`src/rtl/ddr_map_pkg.sv`:
```
package ddr_map_pkg;
   // configuration select codes
   typedef enum logic [2:0] {
      SEL_R0_LO    = 3'd0,
      SEL_R0_HI    = 3'd1,
      SEL_R1_HI    = 3'd2,
      SEL_ERR_STAT = 3'd3,
      SEL_ERR_ADDR = 3'd4
   } cfg_sel_e;

   localparam int BANK_W    = 2;
   localparam int COL_LSB   = 2;   // 4 bytes per column address
   localparam int COL_LOW_W = 8;   // column bits below the interleave point
   localparam int ILV_LSB   = 10;  // 1 KiB interleave
endpackage

```
`src/rtl/ddr_rank_window.sv`:
```
module ddr_rank_window #(
   parameter int AW = 32
) (
   input  logic [AW-1:0] req_addr,
   input  logic [AW-1:0] r0_lo,
   input  logic [AW-1:0] r0_hi,
   input  logic [AW-1:0] r1_hi,
   output logic          sel_r1,
   output logic          miss,
   output logic [AW-1:0] offset
);
   logic in_r0, in_r1;

   assign in_r0  = (req_addr >= r0_lo) && (req_addr < r0_hi);
   assign in_r1  = (req_addr >= r0_hi) && (req_addr < r1_hi);
   assign sel_r1 = in_r1 && !in_r0;
   assign miss   = !(in_r0 || in_r1);
   // misses fall back to rank 0 base
   assign offset = req_addr - (sel_r1 ? r0_hi : r0_lo);
endmodule

```
`src/rtl/ddr_addr_split.sv`:
```
module ddr_addr_split
   import ddr_map_pkg::*;
#(
   parameter int AW    = 32,
   parameter int ROW_W = 14,
   parameter int COLS  = 256,
   localparam int COL_W = $clog2(COLS)
) (
   input  logic [AW-1:0]     offset,
   output logic [ROW_W-1:0]  row,
   output logic [BANK_W-1:0] bank,
   output logic [COL_W-1:0]  col
);
   localparam int XC      = COL_W - COL_LOW_W;          // column bits above interleave
   localparam int BANK_LSB = ILV_LSB + XC;
   localparam int ROW_LSB  = BANK_LSB + BANK_W;

   generate
      if (XC == 0) begin : g_narrow
         assign col = offset[COL_LSB +: COL_LOW_W];
      end else begin : g_wide
         assign col = {offset[ILV_LSB +: XC], offset[COL_LSB +: COL_LOW_W]};
      end
   endgenerate

   assign bank = offset[BANK_LSB +: BANK_W];
   assign row  = offset[ROW_LSB +: ROW_W];
endmodule

```
`src/rtl/ddr_map_cfg.sv`:
```
module ddr_map_cfg
   import ddr_map_pkg::*;
#(
   parameter int AW = 32
) (
   input  logic          clk,
   input  logic          rst_n,
   input  logic          cfg_we,
   input  logic [2:0]    cfg_sel,
   input  logic [AW-1:0] cfg_wdata,
   output logic [AW-1:0] cfg_rdata,
   input  logic          cap_req,
   input  logic [AW-1:0] cap_addr,
   input  logic          cap_write,
   output logic [AW-1:0] r0_lo,
   output logic [AW-1:0] r0_hi,
   output logic [AW-1:0] r1_hi
);
   logic          err_flag, err_wr;
   logic [AW-1:0] err_addr;
   logic          clr, take;

   assign clr  = cfg_we && (cfg_sel == SEL_ERR_STAT) && cfg_wdata[0];
   assign take = cap_req && (!err_flag || clr);

   always_ff @(posedge clk) begin
      if (!rst_n) begin
         r0_lo    <= '0;
         r0_hi    <= '0;
         r1_hi    <= '0;
         err_flag <= 1'b0;
         err_wr   <= 1'b0;
         err_addr <= '0;
      end else begin
         if (cfg_we) begin
            case (cfg_sel)
               SEL_R0_LO: r0_lo <= cfg_wdata;
               SEL_R0_HI: r0_hi <= cfg_wdata;
               SEL_R1_HI: r1_hi <= cfg_wdata;
               default: ;
            endcase
         end
         if (take) begin
            err_flag <= 1'b1;
            err_addr <= cap_addr;
            err_wr   <= cap_write;
         end else if (clr) begin
            err_flag <= 1'b0;
         end
      end
   end

   always_comb begin
      case (cfg_sel)
         SEL_R0_LO:    cfg_rdata = r0_lo;
         SEL_R0_HI:    cfg_rdata = r0_hi;
         SEL_R1_HI:    cfg_rdata = r1_hi;
         SEL_ERR_STAT: cfg_rdata = {{(AW-2){1'b0}}, err_wr, err_flag};
         SEL_ERR_ADDR: cfg_rdata = err_addr;
         default:      cfg_rdata = '0;
      endcase
   end


   flag_sticky_chk: assert property (@(posedge clk) disable iff (!rst_n)
      err_flag && !clr |=> err_flag);

   first_capture_chk: assert property (@(posedge clk) disable iff (!rst_n)
      cap_req && !err_flag |=> err_flag && (err_addr == $past(cap_addr)));

   clear_chk: assert property (@(posedge clk) disable iff (!rst_n)
      clr && !cap_req |=> !err_flag);
endmodule

```
`src/rtl/ddr_rank_mapper.sv`:
```
module ddr_rank_mapper
   import ddr_map_pkg::*;
#(
   parameter int AW    = 32,
   parameter int ROW_W = 14,
   parameter int COLS  = 256,
   localparam int COL_W = $clog2(COLS)
) (
   input  logic             clk,
   input  logic             rst_n,
   input  logic             in_valid,
   output logic             in_ready,
   input  logic [AW-1:0]    in_addr,
   input  logic             in_write,
   output logic             out_valid,
   input  logic             out_ready,
   output logic             out_rank,
   output logic [ROW_W-1:0] out_row,
   output logic [1:0]       out_bank,
   output logic [COL_W-1:0] out_col,
   output logic             out_write,
   output logic             out_err,
   input  logic             cfg_we,
   input  logic [2:0]       cfg_sel,
   input  logic [AW-1:0]    cfg_wdata,
   output logic [AW-1:0]    cfg_rdata
);
   localparam int ROW_LSB = ILV_LSB + (COL_W - COL_LOW_W) + BANK_W;

   generate
      if (COLS != 256 && COLS != 512) begin : g_bad_cols
         $error("ddr_rank_mapper: COLS must be 256 or 512");
      end
      if (AW < ROW_LSB + ROW_W) begin : g_bad_aw
         $error("ddr_rank_mapper: AW too small for row field");
      end
   endgenerate

   logic [AW-1:0]     r0_lo, r0_hi, r1_hi, offset;
   logic              sel_r1, miss, acc;
   logic [ROW_W-1:0]  d_row;
   logic [BANK_W-1:0] d_bank;
   logic [COL_W-1:0]  d_col;

   assign in_ready = !out_valid || out_ready;
   assign acc      = in_valid && in_ready;

   ddr_rank_window #(.AW(AW)) u_window (
      .req_addr (in_addr),
      .r0_lo    (r0_lo),
      .r0_hi    (r0_hi),
      .r1_hi    (r1_hi),
      .sel_r1   (sel_r1),
      .miss     (miss),
      .offset   (offset)
   );

   ddr_addr_split #(.AW(AW), .ROW_W(ROW_W), .COLS(COLS)) u_split (
      .offset (offset),
      .row    (d_row),
      .bank   (d_bank),
      .col    (d_col)
   );

   ddr_map_cfg #(.AW(AW)) u_cfg (
      .clk       (clk),
      .rst_n     (rst_n),
      .cfg_we    (cfg_we),
      .cfg_sel   (cfg_sel),
      .cfg_wdata (cfg_wdata),
      .cfg_rdata (cfg_rdata),
      .cap_req   (acc && miss),
      .cap_addr  (in_addr),
      .cap_write (in_write),
      .r0_lo     (r0_lo),
      .r0_hi     (r0_hi),
      .r1_hi     (r1_hi)
   );

   always_ff @(posedge clk) begin
      if (!rst_n) begin
         out_valid <= 1'b0;
         out_rank  <= 1'b0;
         out_row   <= '0;
         out_bank  <= '0;
         out_col   <= '0;
         out_write <= 1'b0;
         out_err   <= 1'b0;
      end else if (acc) begin
         out_valid <= 1'b1;
         out_rank  <= sel_r1;
         out_row   <= d_row;
         out_bank  <= d_bank;
         out_col   <= d_col;
         out_write <= in_write;
         out_err   <= miss;
      end else if (out_ready) begin
         out_valid <= 1'b0;
      end
   end


   hold_when_stalled_chk: assert property (@(posedge clk) disable iff (!rst_n)
      out_valid && !out_ready |=> out_valid && $stable(out_row) && $stable(out_bank)
         && $stable(out_col) && $stable(out_rank) && $stable(out_write) && $stable(out_err));

   accept_latency_chk: assert property (@(posedge clk) disable iff (!rst_n)
      in_valid && in_ready |=> out_valid);

   err_rank0_chk: assert property (@(posedge clk) disable iff (!rst_n)
      out_valid && out_err |-> !out_rank);

   rank1_no_err_chk: assert property (@(posedge clk) disable iff (!rst_n)
      out_valid && out_rank |-> !out_err);
endmodule

```
`config.mk`:
```
export PLATFORM = sky130hd
export DESIGN_NAME = ddr_rank_mapper
export DESIGN_NICKNAME = d
export VERILOG_FILES = /design/src/rtl/ddr_map_pkg.sv /design/src/rtl/ddr_rank_window.sv /design/src/rtl/ddr_addr_split.sv /design/src/rtl/ddr_map_cfg.sv /design/src/rtl/ddr_rank_mapper.sv
export SDC_FILE = /design/constraint.sdc
export NUM_CORES = 1
export LEC_CHECK = 0
export BUFFER_PORTS_ARGS = -buffer_cell sky130_fd_sc_hd__buf_2
export CORE_UTILIZATION = 25
export CTS_CLUSTER_DIAMETER = 200
export DETAILED_ROUTE_END_ITERATION = 6
export SLEW_MARGIN = 40
export SYNTH_ARGS = -nofsm -noshare
export SYNTH_HDL_FRONTEND = slang
export SYNTH_SLANG_ARGS = --single-unit
```
`constraint.sdc`:
```
create_clock -name clk -period 6 [get_ports clk]
set_input_delay 0.9 -clock clk [delete_from_list [all_inputs] [get_ports clk]]
set_output_delay 0.9 -clock clk [all_outputs]
set_load 0.02 [all_outputs]
```
==> results by group, run 1 <==
CTS
  – Clock root buffer: clkbuf_16
  – Clock Latency Late Sink: 0.45 ns
  – TritonCTS clock tree: built
  – TritonCTS Buffers: 17
  – Cts hold-fix bufs: 0
  – Setup Buffers After CTS: 0
  – CTS Sinks: 158
  – Worst-path clk slew: 0.07 ns
  – PostCTS Resize Cnt: 0
  – H-tree depth: 4
  – Longest Clk Path Bufs: 2

Power
  – Maximum vdd ir drop: 0.000172 V
  – Cell Pwr Density: 224 mW/mm²
  – Pleak: 4.64 nW
  – Final Power: 2.76 mW

Critical path
  – Most used cell, CP: a21o_1
  – Family with the most delay on the worst path: compound AO/OA/AOI/OAI gates
  – RR Endpoint: out_row[11]
  – Reg2reg start: u_cfg.r1_hi[30]
  – Startpoint type of the worst setup path: primary input
  – Worst Path Max Fanout: 7
  – Critical Path AT: 5.90 ns
  – R2R cell count: 23
  – Buf/Inv on CP: 3
  – Slowest CP cell: a2111oi_0
  – WS Path Type: in2reg
  – Slowest cell delay on critical path: 0.53 ns
  – Crit-path cells: buf_2, ha_1, a21oi_1, o21ai_0, a211oi_1, o31ai_1, buf_4, or2_1, o211ai_4, nor2_1, a21oi_1, ha_1, a21o_1, a21o_1, a21o_1, a21o_1, a21o_1, a2111oi_0, buf_4, o21ai_1, or2_2, a21oi_1, o21a_1, o211ai_1
  – Required @ worst endpoint: 6.33 ns
  – Reg-to-reg setup timing slack: 0.62 ns
  – Crit end category: register

Drt
  – Drt via density: 4.98
  – DRC viols: 23
  – Routed WL per cell: 18.0 µm
  – Total Wirelength: 35.2 mm
  – Pre-antenna DRT Iters: 7
  – Antenna-violating nets left: 0
  – First DRT Iteration DRCs: 654
  – Vias: 9,700

Final layout
  – Multi-input gate area: 0.00670 mm²
  – Area grow syn2layout: 17.7%
  – Nets: 1,594
  – Finished Layout Cells: 1,949
  – Final Cell Area: 0.0123 mm²
  – Share of cells above drive strength 1: 0.146
  – Sequential cell area: 0.00316 mm²
  – # fillers: 4,316

Floorplan
  – Core area: 0.0410 mm²
  – Die H: 207 µm
  – Starting density of the core: 0.255
  – # IOs: 134
  – Die X-Extent: 207 µm
  – Die ar.: 0.0427 mm²
  – Row count: 74

Synthesis
  – Asr flop ratio synth: 0
  – Warnings, synthesis: 0
  – Syn Nets: 1,491
  – Syn_area_per_cell: 8.05 µm²
  – Post-synth top flop: dfxtp_1
  – Post-Syn Instances: 1,299
  – Yosys cell types: 66
  – Synth Register Bits: 158
  – Register area share after synthesis: 0.302
  – Synthesized area: 0.0105 mm²
  – EDFF count, synth: 0

Min path
  – Hold Path End: out_col[7]
  – Hold Startpoint: out_col[7]
  – Hold Path Class: reg2reg
  – Hold depth: 2

Timing
  – Final Cycle Share: 0.929
  – Pins over their slew limit: 0
  – Crit path time final: 5.57 ns
  – Fmax: 179 MHz
  – Hold_ws: 0.462 ns
  – RSZ-0062 raised after global routing: no
  – Worst-Margin Slew: 0.849 ns
  – Hold Violations, Final: 0
  – Final setup viols: 0
  – Relative slew slack: 0.432
  – Skew final: 0.0165 ns
  – Post-route setup slack: 0.428 ns

Place
  – Gpl congestion: 0.869
  – DP Area: 0.0117 mm²
  – Post-DP HPWL: 26.6 mm
  – Port bufs: 133
  – Cell count after placement: 1,915
  – DP Worst Slack: -0.00652 ns

Global routing
  – Largest net degree at the start of global routing: 106
  – Gr usage total: 0.167
  – Vias in the first global route: 9,576
  – Gr ovfl total: 0
  – Initial antenna violation count: 10
  – First-pass GRT wire length: 54.4 mm

Status
  – Failing checks: DRC
  – Status: complete, but fails checks

Job
  – Max cap viols: 0
power by group:
group | switching, mW | total (mW) | internal [mW]
combinational | 0.322 | 0.522 | 0.200
sequential | 0.0319 | 1.13 | 1.10
clock | 0.473 | 1.11 | 0.637
total | 0.827 | 2.76 | 1.93
synthesized netlist by cell type, types with 17 or more instances:
| cell type | count | area [µm²] |
|---|---|---|
| a21o_1 | 17 | 128 |
| dfxtp_1 | 158 | 3160 |
| nand2_1 | 250 | 938 |
| mux2i_1 | 37 | 370 |
| a21oi_1 | 79 | 395 |
| inv_1 | 104 | 390 |
| nor2b_1 | 44 | 275 |
| clkbuf_1 | 61 | 229 |
| o21ai_0 | 35 | 175 |
| a22o_1 | 30 | 263 |
| nor2_1 | 46 | 173 |
| a21boi_0 | 103 | 773 |
| ha_1 | 119 | 1490 |
| a221o_1 | 33 | 330 |
| nand3_1 | 20 | 100 |
registers in the layout (all words and copies together), names as in the netlist:
| signal | count |
|---|---|
| u_cfg.err_addr | 32 |
| u_cfg.r0_hi | 32 |
| u_cfg.r0_lo | 32 |
| u_cfg.r1_hi | 32 |
| out_row | 14 |
| out_col | 8 |
| out_bank | 2 |
| out_err | 1 |
| out_rank | 1 |
| out_valid | 1 |
| out_write | 1 |
| u_cfg.err_flag | 1 |
| u_cfg.err_wr | 1 |
metrics by stage:
| step | TNS [ns] | util |
|---|---|---|
| 5_1_grt | 0 | 0.300 |
| 6_report | 0 | 0.300 |
| 3_3_place_gp | 0 | 0.285 |
| 3_5_place_dp | -0.0139 | 0.285 |
| 2_1_floorplan | 0 | - |
| 4_1_cts | 0 | 0.300 |
worst max path at each step:
stage	cells after the start	to	startpoint	slack [ns]
after floorplan	22	out_row[11]	in_addr[27]	0.64
after global placement	24	out_row[12]	in_addr[29]	0.05
after detailed placement	23	out_row[11]	in_addr[30]	-0.007
after CTS	23	out_row[9]	in_addr[30]	0.45
after global routing	23	out_row[11]	in_addr[30]	0.17
final	24	out_row[11]	in_addr[27]	0.43
cell usage in the layout, fill, tap and decap left out, types with 11 or more instances in the layout:
cell type,count
a21boi_0,103
a21o_1,17
a21oi_1,79
a221o_1,33
a22o_1,30
buf_2,132
buf_4,17
clkbuf_16,17
dfxtp_1,158
ha_1,119
inv_1,104
mux2i_1,37
nand2_1,247
nand3_1,20
nand4_1,16
nor2_1,45
nor2b_1,44
o211ai_1,11
o21ai_0,35
routing by layer:
metal	GRT usage	share of wire
met5	0	0.0028
met4	0.0743	0.030
met3	0.0424	0.060
met2	0.262	0.45
met1	0.215	0.46
final cells by class:
type                       instances  share of cell area
antenna                            2            0.000406
tap                              532              0.0541
clock inverter                    12              0.0110
inverter                         104              0.0317
timing repair buffer             150              0.0649
sequential                       158               0.257
clock buffer                      20              0.0371
multi-input combinational        971               0.544
worst reg2reg max path: stages (launching register included):
cell and delay, ns:
dfxtp_1 0.36, inv_1 0.07, ha_1 0.33, nand4_1 0.25, nor4_1 0.41, buf_4 0.19, o21ai_0 0.15, and3b_1 0.26
o211ai_4 0.14, nor2_1 0.08, a21oi_1 0.14, ha_1 0.26, a21o_1 0.18, a21o_1 0.17, a21o_1 0.17, a21o_1 0.17
a21o_1 0.20, a2111oi_0 0.53, buf_4 0.20, o21ai_1 0.09, or2_2 0.32, a21oi_1 0.30, o21a_1 0.18, o211ai_1 0.09
cell families after synthesis:
| logic type | count (synthesis) | synth area share |
|---|---|---|
| adders and majority gates | 119 | 0.142 |
| DFF | 158 | 0.302 |
| xor gates and xnor gates | 6 | 0.00502 |
| AOI/OAI and AO/OA | 363 | 0.252 |
| buffers and inverters | 170 | 0.0614 |
| muxes | 38 | 0.0376 |
| and+or+nand+nor | 445 | 0.199 |
No activity file was read; power rests on OpenSTA's default activity.
==> run 2: changes to the inputs <==
--- a/config.mk
+++ b/config.mk
@@ -7,6 +7,7 @@
 export LEC_CHECK = 0
 export BUFFER_PORTS_ARGS = -buffer_cell sky130_fd_sc_hd__buf_2
 export CORE_UTILIZATION = 25
+export CTS_BUF_LIST = sky130_fd_sc_hd__clkbuf_4
 export CTS_CLUSTER_DIAMETER = 200
 export DETAILED_ROUTE_END_ITERATION = 6
 export SLEW_MARGIN = 40
==> run 2 against run 1 <==
Compared with the run above: the flow still finishes with violations (DRC); register-to-register slack worse by 0.10 ns; worst hold slack better by 0.0072 ns; cell count hardly changed; design area is 2.5% lower; sequential share of layout area is 0.66 points higher; wire length is 0.57% higher; utilization is 0.75 points lower; critical path depth is 1 lower; combinational power hardly changed.
==> results by group, run 2 (synthesis gave the netlist of run 1 again) <==
Timing
  – Worst-Margin Slew: 0.846 ns
  – RSZ-0062 raised after global routing: no
  – Final Cycle Share: 0.914
  – Relative slew slack: 0.436
  – Crit path time final: 5.48 ns
  – Fmax: 182 MHz
  – Hold Violations, Final: 0
  – Skew final: 0.0432 ns
  – Setup_tns: 0 ns
  – Final setup viols: 0
  – Pins over their slew limit: 0

Floorplan
  – Die X-Extent: 207 µm
  – Row count: 74
  – # IOs: 134
  – Die H: 207 µm
  – Core area: 0.0410 mm²
  – Starting density of the core: 0.255
  – Die ar.: 0.0427 mm²

Place
  – Post-DP HPWL: 26.6 mm
  – DP Area: 0.0117 mm²
  – Port bufs: 133
  – Gpl congestion: 0.869

Global routing
  – Vias in the first global route: 9,562
  – First-pass GRT wire length: 54.3 mm
  – Gr ovfl total: 0
  – Initial antenna violation count: 11
  – Gr usage total: 0.167
  – Largest net degree at the start of global routing: 106

Critical path
  – WS Path Type: reg2reg
  – Worst Path Max Fanout: 7
  – RR Endpoint: out_row[9]
  – Most used cell, CP: a21o_1
  – Buf/Inv on CP: 3
  – R2R cell count: 23
  – Crit end category: register
  – Reg-to-reg setup timing slack: 0.52 ns
  – Critical Path AT: 6.06 ns
  – Crit-path cells: inv_1, ha_1, nand4_1, nor4_1, buf_4, o21ai_0, and3b_1, o211ai_4, nor2_1, a21oi_1, ha_1, a21o_1, a21o_1, a21o_1, a21o_1, a21o_1, a2111oi_0, buf_4, o21ai_1, or2_2, a21oi_1, o211ai_1, a21boi_1
  – Slowest cell delay on critical path: 0.56 ns
  – Slowest CP cell: a2111oi_0
  – Reg2reg start: u_cfg.r1_hi[30]
  – Required @ worst endpoint: 6.58 ns
  – Family with the most delay on the worst path: compound AO/OA/AOI/OAI gates
  – Startpoint type of the worst setup path: register

Power
  – Maximum vdd ir drop: 0.000104 V
  – Cell Pwr Density: 193 mW/mm²
  – Pleak: 4.51 nW

Drt
  – Antenna-violating nets left: 0
  – Drt via density: 4.97
  – DRC viols: 22
  – Pre-antenna DRT Iters: 7
  – First DRT Iteration DRCs: 658
  – Routed WL per cell: 18.1 µm
  – Total Wirelength: 35.4 mm
  – Vias: 9,686

Final layout
  – Final Cell Area: 0.0120 mm²
  – Nets: 1,594
  – Most common cell after layout, fill and taps aside: nand2_1
  – Area grow syn2layout: 14.8%
  – Share of cells above drive strength 1: 0.146
  – # fillers: 4,354
  – Most frequent cells in the layout: nand2_1 (247), dfxtp_1 (158), buf_2 (132), ha_1 (119), inv_1 (104)

Job
  – Max cap viols: 0

CTS
  – PostCTS Resize Cnt: 0
  – CTS Sinks: 158
  – H-tree depth: 4
  – Clock root buffer: clkbuf_4
  – Cts hold-fix bufs: 0
  – TritonCTS Buffers: 17
  – Setup Buffers After CTS: 0
  – Longest Clk Path Bufs: 2
  – Worst-path clk slew: 0.16 ns
  – TritonCTS clock tree: built
  – Clock Latency Late Sink: 0.66 ns

Status
  – Failing checks: DRC
  – Status: complete, but fails checks

Min path
  – Hold Path Class: reg2reg
  – Hold depth: 2
  – Hold Startpoint: out_col[7]
  – Hold Path End: out_col[7]
[run 2: changes by cell type in the layout (fill, tap and decap cells not counted), moves of 2 or more]
cell | before | now
clkinv_1 | 0 | 2
clkbuf_4 | 0 | 18
clkbuf_8 | 2 | 0
clkbuf_16 | 17 | 0
[run 2: stage by stage]
stage	setup WS [ns]	utilization	power (mW)	cells	hold slack, ns
floorplan	0.638	-	1.47	1299	0.453
global placement	0.0459	0.285	1.66	1915	0.435
detailed placement	-0.00652	0.285	1.67	1915	0.457
CTS	0.577	0.292	2.33	1947	0.448
global route	0.283	0.293	2.44	1949	0.465
finish	0.515	0.293	2.32	1950	0.469
[run 2: how the worst max path moves through the flow]
stage	endpoint	startpoint	cells past startpoint	slack [ns]
after floorplan	out_row[11]	in_addr[27]	22	0.64
after global placement	out_row[12]	in_addr[29]	24	0.05
after detailed placement	out_row[11]	in_addr[30]	23	-0.007
after CTS	out_row[9]	u_cfg.r1_hi[30]	23	0.58
after global routing	out_row[11]	u_cfg.r1_hi[30]	23	0.28
final	out_row[9]	u_cfg.r1_hi[30]	23	0.52
[run 2: layout make-up]
| cell class | count | area [µm²] | share of cell area |
|---|---|---|---|
| Clock inverter | 14 | 143 | 0.0119 |
| Multi-Input combinational cell | 971 | 6700 | 0.558 |
| Tap cell | 532 | 666 | 0.0554 |
| Clock buffer | 18 | 135 | 0.0113 |
| Timing Repair Buffer | 150 | 800 | 0.0666 |
| Inverter | 104 | 390 | 0.0325 |
| Sequential cell | 158 | 3160 | 0.263 |
| Antenna cell | 3 | 7.51 | 0.000625 |
[run 2: worst reg2reg max path: stages, from the launching register on]
cell and delay [ns]:
dfxtp_1 0.39, inv_1 0.07, ha_1 0.33, nand4_1 0.25, nor4_1 0.41, buf_4 0.19, o21ai_0 0.17, and3b_1 0.28
o211ai_4 0.15, nor2_1 0.08, a21oi_1 0.14, ha_1 0.26, a21o_1 0.18, a21o_1 0.17, a21o_1 0.17, a21o_1 0.17
a21o_1 0.20, a2111oi_0 0.56, buf_4 0.21, o21ai_1 0.09, or2_2 0.32, a21oi_1 0.31, o211ai_1 0.15, a21boi_1 0.17
[run 2: per-layer routing]
metal / global-route usage / vias up / part of all wire
li1: - / 4778 / -
met1: 0.213 / 4588 / 0.45
met2: 0.263 / 239 / 0.45
met3: 0.0452 / 65 / 0.066
met4: 0.0733 / 16 / 0.030
met5: 0 / - / 0.0028
[run 2: power by group]
| part | total (mW) | switching [mW] | internal, mW |
|---|---|---|---|
| logic | 0.523 | 0.323 | 0.200 |
| registers | 1.13 | 0.0318 | 1.10 |
| clock network | 0.672 | 0.421 | 0.251 |
